==> src/rtl/spi_cmd_pkg.sv <==
package spi_cmd_pkg;
  typedef logic [7:0] byte_t;

  // Clamp an occupancy value to one reply byte.
  function automatic byte_t sat_byte(input int unsigned v);
    return (v > 255) ? 8'hFF : byte_t'(v);
  endfunction
endpackage

==> src/rtl/spi_pin_sync.sv <==
module spi_pin_sync #(
  parameter int W = 3,
  parameter logic [W-1:0] RST_VAL = '0
) (
  input  logic         clk,
  input  logic         rst,
  input  logic [W-1:0] din,
  output logic [W-1:0] q
);
  logic [W-1:0] stage1;

  always_ff @(posedge clk) begin
    if (rst) begin
      stage1 <= RST_VAL;
      q      <= RST_VAL;
    end else begin
      stage1 <= din;
      q      <= stage1;
    end
  end
endmodule

==> src/rtl/spi_byte_engine.sv <==
module spi_byte_engine
  import spi_cmd_pkg::*;
(
  input  logic  clk,
  input  logic  rst,
  input  logic  sck_s,
  input  logic  mosi_s,
  input  logic  csn_s,
  input  byte_t reply,
  output logic  byte_valid,
  output byte_t byte_data,
  output logic  miso
);
  logic       sck_d;
  logic       csn_d;
  logic [2:0] bit_cnt;
  logic [6:0] rx_sh;
  byte_t      tx_sh;
  logic       rise, fall, sel_fall;

  always_comb begin
    rise     = sck_s & ~sck_d & ~csn_s;
    fall     = ~sck_s & sck_d & ~csn_s;
    sel_fall = ~csn_s & csn_d;
  end

  always_ff @(posedge clk) begin
    if (rst) begin
      sck_d      <= 1'b0;
      csn_d      <= 1'b1;
      bit_cnt    <= '0;
      rx_sh      <= '0;
      tx_sh      <= '0;
      byte_valid <= 1'b0;
      byte_data  <= '0;
    end else begin
      sck_d      <= sck_s;
      csn_d      <= csn_s;
      byte_valid <= 1'b0;
      if (csn_s) begin
        bit_cnt <= '0;
      end else if (rise) begin
        rx_sh   <= {rx_sh[5:0], mosi_s};
        bit_cnt <= bit_cnt + 3'd1;
        if (bit_cnt == 3'd7) begin
          byte_valid <= 1'b1;
          byte_data  <= {rx_sh, mosi_s};
        end
      end
      if (sel_fall) begin
        tx_sh <= reply;
      end else if (fall) begin
        if (bit_cnt == 3'd0) tx_sh <= reply;
        else                 tx_sh <= {tx_sh[6:0], 1'b0};
      end
    end
  end

  assign miso = tx_sh[7];
endmodule

==> src/rtl/spi_init_timer.sv <==
module spi_init_timer #(
  parameter int unsigned INIT_CYCLES = 5_000_000,
  localparam int TW = $clog2(INIT_CYCLES + 1)
) (
  input  logic clk,
  input  logic rst,
  output logic busy
);
  logic [TW-1:0] cnt;

  always_ff @(posedge clk) begin
    if (rst) begin
      cnt  <= '0;
      busy <= 1'b1;
    end else if (busy) begin
      cnt <= cnt + 1'b1;
      if (cnt == TW'(INIT_CYCLES - 1)) busy <= 1'b0;
    end
  end
endmodule

==> src/rtl/cmd_fifo.sv <==
module cmd_fifo
  import spi_cmd_pkg::*;
#(
  parameter int DEPTH = 186,
  localparam int AW = $clog2(DEPTH),
  localparam int CW = $clog2(DEPTH + 1)
) (
  input  logic          clk,
  input  logic          rst,
  input  logic          wr_en,
  input  byte_t         wr_data,
  input  logic          peek_step,
  input  logic          commit,
  input  logic [CW-1:0] commit_len,
  output byte_t         peek_data,
  output logic          peek_avail,
  output logic [CW-1:0] level,
  output logic          full
);
  byte_t         mem [DEPTH];
  logic [AW-1:0] wr_ptr, peek_ptr, peek_ptr_nx;
  logic [CW-1:0] peek_cnt;
  logic          do_wr, take;

  function automatic logic [AW-1:0] bump(input logic [AW-1:0] p);
    return (p == AW'(DEPTH - 1)) ? '0 : p + 1'b1;
  endfunction

  always_comb begin
    full        = (level == CW'(DEPTH));
    do_wr       = wr_en & ~full;
    take        = peek_step & (peek_cnt != '0);
    peek_ptr_nx = take ? bump(peek_ptr) : peek_ptr;
    peek_avail  = (peek_cnt != '0);
  end

  // Storage and registered read port, with bypass of a same-cycle write.
  always_ff @(posedge clk) begin
    if (do_wr) mem[wr_ptr] <= wr_data;
    if (do_wr && (wr_ptr == peek_ptr_nx)) peek_data <= wr_data;
    else                                  peek_data <= mem[peek_ptr_nx];
  end

  always_ff @(posedge clk) begin
    if (rst) begin
      wr_ptr   <= '0;
      peek_ptr <= '0;
      peek_cnt <= '0;
      level    <= '0;
    end else begin
      if (do_wr) wr_ptr <= bump(wr_ptr);
      peek_ptr <= peek_ptr_nx;
      peek_cnt <= peek_cnt + CW'(do_wr) - CW'(take);
      level    <= level + CW'(do_wr) - (commit ? commit_len : CW'(0));
    end
  end
endmodule

==> src/rtl/spi_cmd_fifo.sv <==
module spi_cmd_fifo
  import spi_cmd_pkg::*;
#(
  parameter int DEPTH = 186,
  parameter int unsigned INIT_CYCLES = 5_000_000,
  localparam int LEN_W = $clog2(DEPTH + 1)
) (
  input  logic             clk,
  input  logic             rst,
  input  logic             spi_sck,
  input  logic             spi_mosi,
  input  logic             spi_csn,
  output logic             spi_miso,
  output logic             init_busy,
  output logic             overflow,
  output logic             peek_avail,
  output logic [7:0]       peek_data,
  input  logic             peek_step,
  input  logic             commit_valid,
  input  logic [LEN_W-1:0] commit_len
);
  logic [2:0]       pins_s;
  logic             byte_valid, full, wr_en;
  byte_t            byte_data, reply;
  logic [LEN_W-1:0] level;

  spi_pin_sync #(.W(3), .RST_VAL(3'b100)) sync_i (
    .clk (clk),
    .rst (rst),
    .din ({spi_csn, spi_mosi, spi_sck}),
    .q   (pins_s)
  );

  spi_init_timer #(.INIT_CYCLES(INIT_CYCLES)) timer_i (
    .clk  (clk),
    .rst  (rst),
    .busy (init_busy)
  );

  always_comb begin
    reply = init_busy ? 8'h00 : sat_byte(int'(level));
    wr_en = byte_valid & ~init_busy;
  end

  spi_byte_engine engine_i (
    .clk        (clk),
    .rst        (rst),
    .sck_s      (pins_s[0]),
    .mosi_s     (pins_s[1]),
    .csn_s      (pins_s[2]),
    .reply      (reply),
    .byte_valid (byte_valid),
    .byte_data  (byte_data),
    .miso       (spi_miso)
  );

  cmd_fifo #(.DEPTH(DEPTH)) fifo_i (
    .clk        (clk),
    .rst        (rst),
    .wr_en      (wr_en),
    .wr_data    (byte_data),
    .peek_step  (peek_step),
    .commit     (commit_valid),
    .commit_len (commit_len),
    .peek_data  (peek_data),
    .peek_avail (peek_avail),
    .level      (level),
    .full       (full)
  );

  always_ff @(posedge clk) begin
    if (rst)                  overflow <= 1'b0;
    else if (wr_en && full)   overflow <= 1'b1;
  end
endmodule

==> config.mk <==
export PLATFORM = sky130hd
export DESIGN_NAME = spi_cmd_fifo
export DESIGN_NICKNAME = d
export VERILOG_FILES = /design/src/rtl/spi_cmd_pkg.sv /design/src/rtl/spi_pin_sync.sv /design/src/rtl/spi_byte_engine.sv /design/src/rtl/spi_init_timer.sv /design/src/rtl/cmd_fifo.sv /design/src/rtl/spi_cmd_fifo.sv
export SDC_FILE = /design/constraint.sdc
export NUM_CORES = 2
export LEC_CHECK = 0
export BUFFER_PORTS_ARGS = -buffer_cell sky130_fd_sc_hd__buf_2
export CAP_MARGIN = 30
export CORE_ASPECT_RATIO = 1.75
export CORE_MARGIN = 5
export CORE_UTILIZATION = 30
export DETAILED_ROUTE_END_ITERATION = 10
export MAX_ROUTING_LAYER = met4
export PLACE_DENSITY_LB_ADDON = 0.08
export SETUP_SLACK_MARGIN = 0.05
export SKIP_LAST_GASP = 1
export SLEW_MARGIN = 15
export SYNTH_ARGS = -nofsm -noshare
export SYNTH_HDL_FRONTEND = slang
export SYNTH_HIERARCHICAL = 1
export SYNTH_SLANG_ARGS = --single-unit
==> constraint.sdc <==
create_clock -name clk -period 6.6 [get_ports clk]
set_clock_uncertainty 0.1 [all_clocks]
set_input_delay 0.99 -clock clk [delete_from_list [all_inputs] [get_ports clk]]
set_output_delay 0.99 -clock clk [all_outputs]
set_load 0.02 [all_outputs]
# Word level (Yosys, flattened, before mapping)
# Memories as Yosys holds them, arrays and structs flattened. A register that Yosys moved wholly into a read port is not among the register bits.
# Cells that the tools add are included.
totals:
  ff_bits: 92
  latch_bits: 0
  mem_bits_rw: 1488
  romBits: 0
  input_bits: 15
  out_inout_bits: 12
  wordCells: 65
  n_memories: 1
memory_table:
  columns: ["name", "depth", "width", "read_ports", "rd_ports_with_merged_regs", "wr", "line", "text"]
  rows:
  - ["fifo_i.mem", 186, 8, 1, 1, 1, "cmd_fifo.sv:20", "byte_t mem [DEPTH];"]
op_classes:
  n_addsub: 8
  mul: 0
  div: 0
  magnitude_cmp: 0
  n_eq_ne: 5
  shift: 0
  n_mux: 13
  bitwise: 14
  reduce_logical: 8
op_table:
  columns: ["op", "n"]
  rows:
  - ["$mux W8", 8]
  - ["$eq A8 B8 Y1 const B", 3]
  - ["$add A23 B1 Y23 const B", 1]
  - ["$eq A23 B23 Y1 const B", 1]
  - ["$add A8 B1 Y8", 2]
  - ["$add A8 B1 Y8 const B", 2]
  - ["$and A1 B1 Y1", 8]
  - ["$reduce_bool A8 Y1", 1]
  - ["$sub A8 B1 Y8", 1]
  - ["$sub A8 B8 Y8", 1]
  - ["$not A1 Y1", 6]
  - ["$mux W1", 5]
  - ["$add A3 B1 Y3 const B", 1]
  - ["$eq A3 B3 Y1 const B", 1]
  - ["$logic_not A3 Y1", 1]
  - ["$reduce_and A3 Y1", 1]
  - ["$reduce_or A3 Y1", 1]
  - ["$reduce_and A2 Y1", 1]
  - ["$reduce_bool A2 Y1", 1]
  - ["$reduce_or A2 Y1", 1]
  - ["$logic_and A1 B1 Y1", 1]

# Logic depth before layout (Yosys ltp)
depth:
  word_depth: 5
  ltp_mapped: 16
  mapped_depth_nobuf: 16

# Hierarchy
# Netlist, hierarchy kept.
by_module_without_submodules:
  columns: ["mod", "instances", "cells_each", "area_each_um2", "seq_area_each_um2"]
  rows:
  - ["cmd_fifo", 1, 2874, 59535.8, 45483.6]
  - ["spi_byte_engine", 1, 121, 1213.7, 580.6]
  - ["spi_init_timer", 1, 133, 1127.3, 480.5]
  - ["spi_pin_sync", 1, 12, 157.7, 120.1]
  - ["spi_cmd_fifo", 1, 13, 115.1, 20.0]

# Worst setup path before layout
# No wires, ideal clock.
synth_timing:
  path_type: "input to register"
  start: "input port commit_valid"
  end: "register fifo_i.level[7]"
  setup_time_ns: 0.115
  t_arrival_ns: 3.117
  required_time_ns: 6.385
  path_slack_ns: 3.267
  path_stages: 11
  path_buffers: 1
  cell_sequence: "clkbuf_1 -> and2_1 -> ha_1 -> inv_1 -> ha_1 -> a21o_1 -> a21oi_1 -> o21ai_0 -> a2111oi_0 -> nor3_1 -> o21ba_2"
synth_via:
  elab_chain_cells: 2
synth_lines:
  columns: ["item", "line", "text"]
  rows:
  - ["from (decl)", "spi_cmd_fifo.sv:19", "input logic commit_valid,"]
  - ["$mux W8", "cmd_fifo.sv:54", "level <= level + CW'(do_wr) - (commit ? commit_len : CW'(0));"]
  - ["$sub A8 B8 Y8", "cmd_fifo.sv:54", null]
  - ["to (signal assigned)", "cmd_fifo.sv:54", null]
  - ["to (decl)", "cmd_fifo.sv:17", "output logic [CW-1:0] level,"]
# Every way passes these cells.
# A chain may end at the register's enable or synchronous reset.

==> results.yml <==
outcome:
  status: "finished, final reports clean"
placement:
  gp_congestion: 0.790
  dpl.hpwl_um: 119000
  postPlaceCellArea_um2: 66100
  io_buffer_count: 26
timing:
  setup_viol: 0
  max-slew-margin-rel_pct: 33.5
  hold_viol: 0
  holdWs_ps: 299
  slew_violations: 0
  finalCritPeriodShare_pct: 89.3
  clock.fmax_ghz: 0.170
  grt_setup_unrepaired: "false"
  worst_pin_slew_ps: 993
  layout_min_cycle_time_ps: 5890
  tns_ps: 0
cts:
  ctsHoldBuffers: 0
  cts_buffers: 162
  postCtsResizedCells: 0
  cts_max_level: 4
  cts_setup_buffers: 0
  cts_tree: "done"
  clk_path_buf_depth: 4
  clkTransAtPathRegs_ps: 60
  cts_root_buffer: "clkbuf_16"
  clock-sinks: 1588
  clk_latency_ps: 780
logic_synthesis:
  ys.flop_type: "edfxtp_1"
  syn_nets: 3205
  synth_edf_count: 1488
  syn_area_um2: 62100
  netlist_instances: 3153
  ys_seq_area_share_pct: 75.1
  ys_ff_latch: 1588
  async_flop_share_pct: 0
  synth_area_per_cell_um2: 19.7
  synth_cell_types: 74
  synth-warning-count: 6
routing:
  antenna_left: 0
  dr_total_vias: 30900
  drt_pre_antenna_iters: 5
  detail_route.wl_per_cell_um: 29.5
  avgViaCountPerCell: 5.05
  drc: 0
  routed_wl_um: 180000
  drt_iter0_drc: 2341
setup_path:
  crit_path_frequent_cell: "buf_12"
  crit_buf_inv: 3
  crit_slowest_cell: "nor4_1"
  worstPathMaxFanout: 62
  r2r-start: "fifo_i/level[2]"
  cp_cell_sequence: "buf_12, buf_12, mux4_2, a221oi_1, o22ai_1, nor4_1, a211oi_1, buf_2"
  critical_path.top_delay_family: "compound AO/OA/AOI/OAI gates"
  max_stage_delay_ps: 720
  path_class: "reg2out"
  cp.arrival_ps: 4800
  cp-start-kind: "flop"
  cp.required_ps: 5510
  worstSetupEndpointType: "output pin"
floorplanning:
  start_util_pct: 30.1
  dieArea_um2: 217000
  placementRows: 221
  io_pins: 27
  die_h_um: 612
  core_um2: 207000
  die-width_um: 354
power:
  power.share.switching_pct: 24.7
  p_clk_share_pct: 37.8
  p_per_area_nw_per_um2: 328
  combPwrFrac_pct: 15.2
  power_leakage_nw: 22.2
  power_switching_w: 0.00578
  intPower_w: 0.0176
  power_frac_seq_pct: 47.0
  ir_worst_vdd_mv: 0.196
global_routing:
  antenna_found_initial: 9
  grtUsageTotal_pct: 16.9
  grt_max_degree: 93
  first_global_vias: 33000
  grt_pass1_wl_um: 254000
  overflow: 0
finish:
  fin_area_um2: 71200
  area_delta_synth_final_pct: 14.6
  layout.nets: 3373
  fill_cells: 19200
  post_route_cells_drive_above_1_share_pct: 25.0
  final_core_util_pct: 34.5
min_path:
  worstHoldStart: "spi_csn"
  hold_path_class: "in2reg"
job:
  maxCapViolCount: 0
==> stage by stage <==
step / worst slack [ps] / power (W) / cells
after global routing: 498 / 0.0243 / 6119
after CTS: 402 / 0.0238 / 6097
after floorplan: 3270 / 0.0138 / 3153
after detailed placement: 1290 / 0.0149 / 5817
final: 706 / 0.0234 / 6124
after global placement: 1310 / 0.0148 / 5771
==> layout by cell type, fill, tap and decap left out, types with 10 or more instances in the layout <==
cell type and instances:
or3_1 10, ha_1 35, xnor2_1 17, buf_2 25, mux4_2 366, dfxtp_1 87, clkbuf_16 163, mux2i_1 36
o22ai_1 34, a211oi_1 13, buf_4 132, buf_12 15, nor2b_1 26, nor3_1 33, or2_2 12, nand4_1 15
dfxtp_4 10, a22oi_1 64, diode_2 11, nor2_1 256, clkbuf_1 38, a21oi_1 52, edfxtp_1 1488, clkinv_1 36
nand2b_1 10, nor4_1 10, bufinv_16 12, a22o_1 37, inv_1 33, mux2_2 11, nand2_1 80, nand2_2 20
nand3_1 39, a221oi_1 34, o21ai_0 29, clkinv_2 16
==> power groups by stage <==
stage / Combinational [W] / Clock [W] / Sequential, W
4_1_cts: 0.00366 / 0.00916 / 0.0110
3_5_place_dp: 0.00365 / 0 / 0.0112
3_3_place_gp: 0.00362 / 0 / 0.0112
5_1_grt: 0.00381 / 0.00952 / 0.0110
2_1_floorplan: 0.00263 / 0 / 0.0111
6_report: 0.00354 / 0.00884 / 0.0110
==> worst register-to-register path, delay by kind of cell (launching register included) <==
kind	cells	cell delay, ps
simple gates	4	2610
compound gates	1	390
buf+inv	1	190
flops	1	400
==> kinds of logic (layout without fill, tap and decap cells) <==
family	after synthesis	after routing	share of synthesized area, %
flip-flops	1588	1588	75.1
AND/OR/NAND/NOR	560	560	4.25
multiplexers	413	413	14.0
AO/OA/AOI/OAI	310	310	3.60
buffers and inverters	219	503	1.85
adder cells (fa/ha/maj)	37	37	0.769
XOR/XNOR	26	26	0.366
other	0	11	0
==> path summary, 6_finish.rpt <==
path,cells after the start,slack (ps),endpoint
setup reg to reg,6,2530,fifo_i/mem[161][2]
setup / recovery,8,710,peek_data[7]
hold reg to reg,1,310,sync_i/q[2]
hold / removal,2,300,sync_i/stage1[2]
==> final cells by class <==
cell class                      instances  area [µm²]  area share (%)
Sequential cell                      1588       46700            65.6
Antenna cell                           11        27.5          0.0387
Inverter                               36         135           0.190
Clock inverter                         75         667           0.936
Timing Repair Buffer                  187        1660            2.34
Clock buffer                          205        4270            5.99
Multi-Input combinational cell       1346       14400            20.2
Tap cell                             2676        3350            4.70
==> synth_stat cells (all sizes together), types with 37 or more instances <==
cell type,n,area [µm²]
buf,101,709
nor2,258,968
edfxtp,1488,44700
nand2,100,395
clkbuf,82,308
a21oi,61,339
nand3,39,195
dfxtp,100,2000
a22oi,64,480
mux4,366,8240
a22o,37,324
==> layer usage <==
metal	GRT usage, %	share of wire, %
met5	-	0
met4	6.58	4.1
met3	2.95	4.7
met2	30.1	54
met1	19.0	38
==> flip-flops by register name, indices dropped and copies added, names as in the netlist, 7 cells and up, named ones only <==
register and flops:
fifo_i/wr_ptr 8, fifo_i/mem 1488, engine_i/rx_sh 7, fifo_i/level 8
fifo_i/peek_ptr 8, engine_i/byte_data 8, timer_i/cnt 23, fifo_i/peek_cnt 8
engine_i/tx_sh 8
Power figures use the tool's default switching activity.
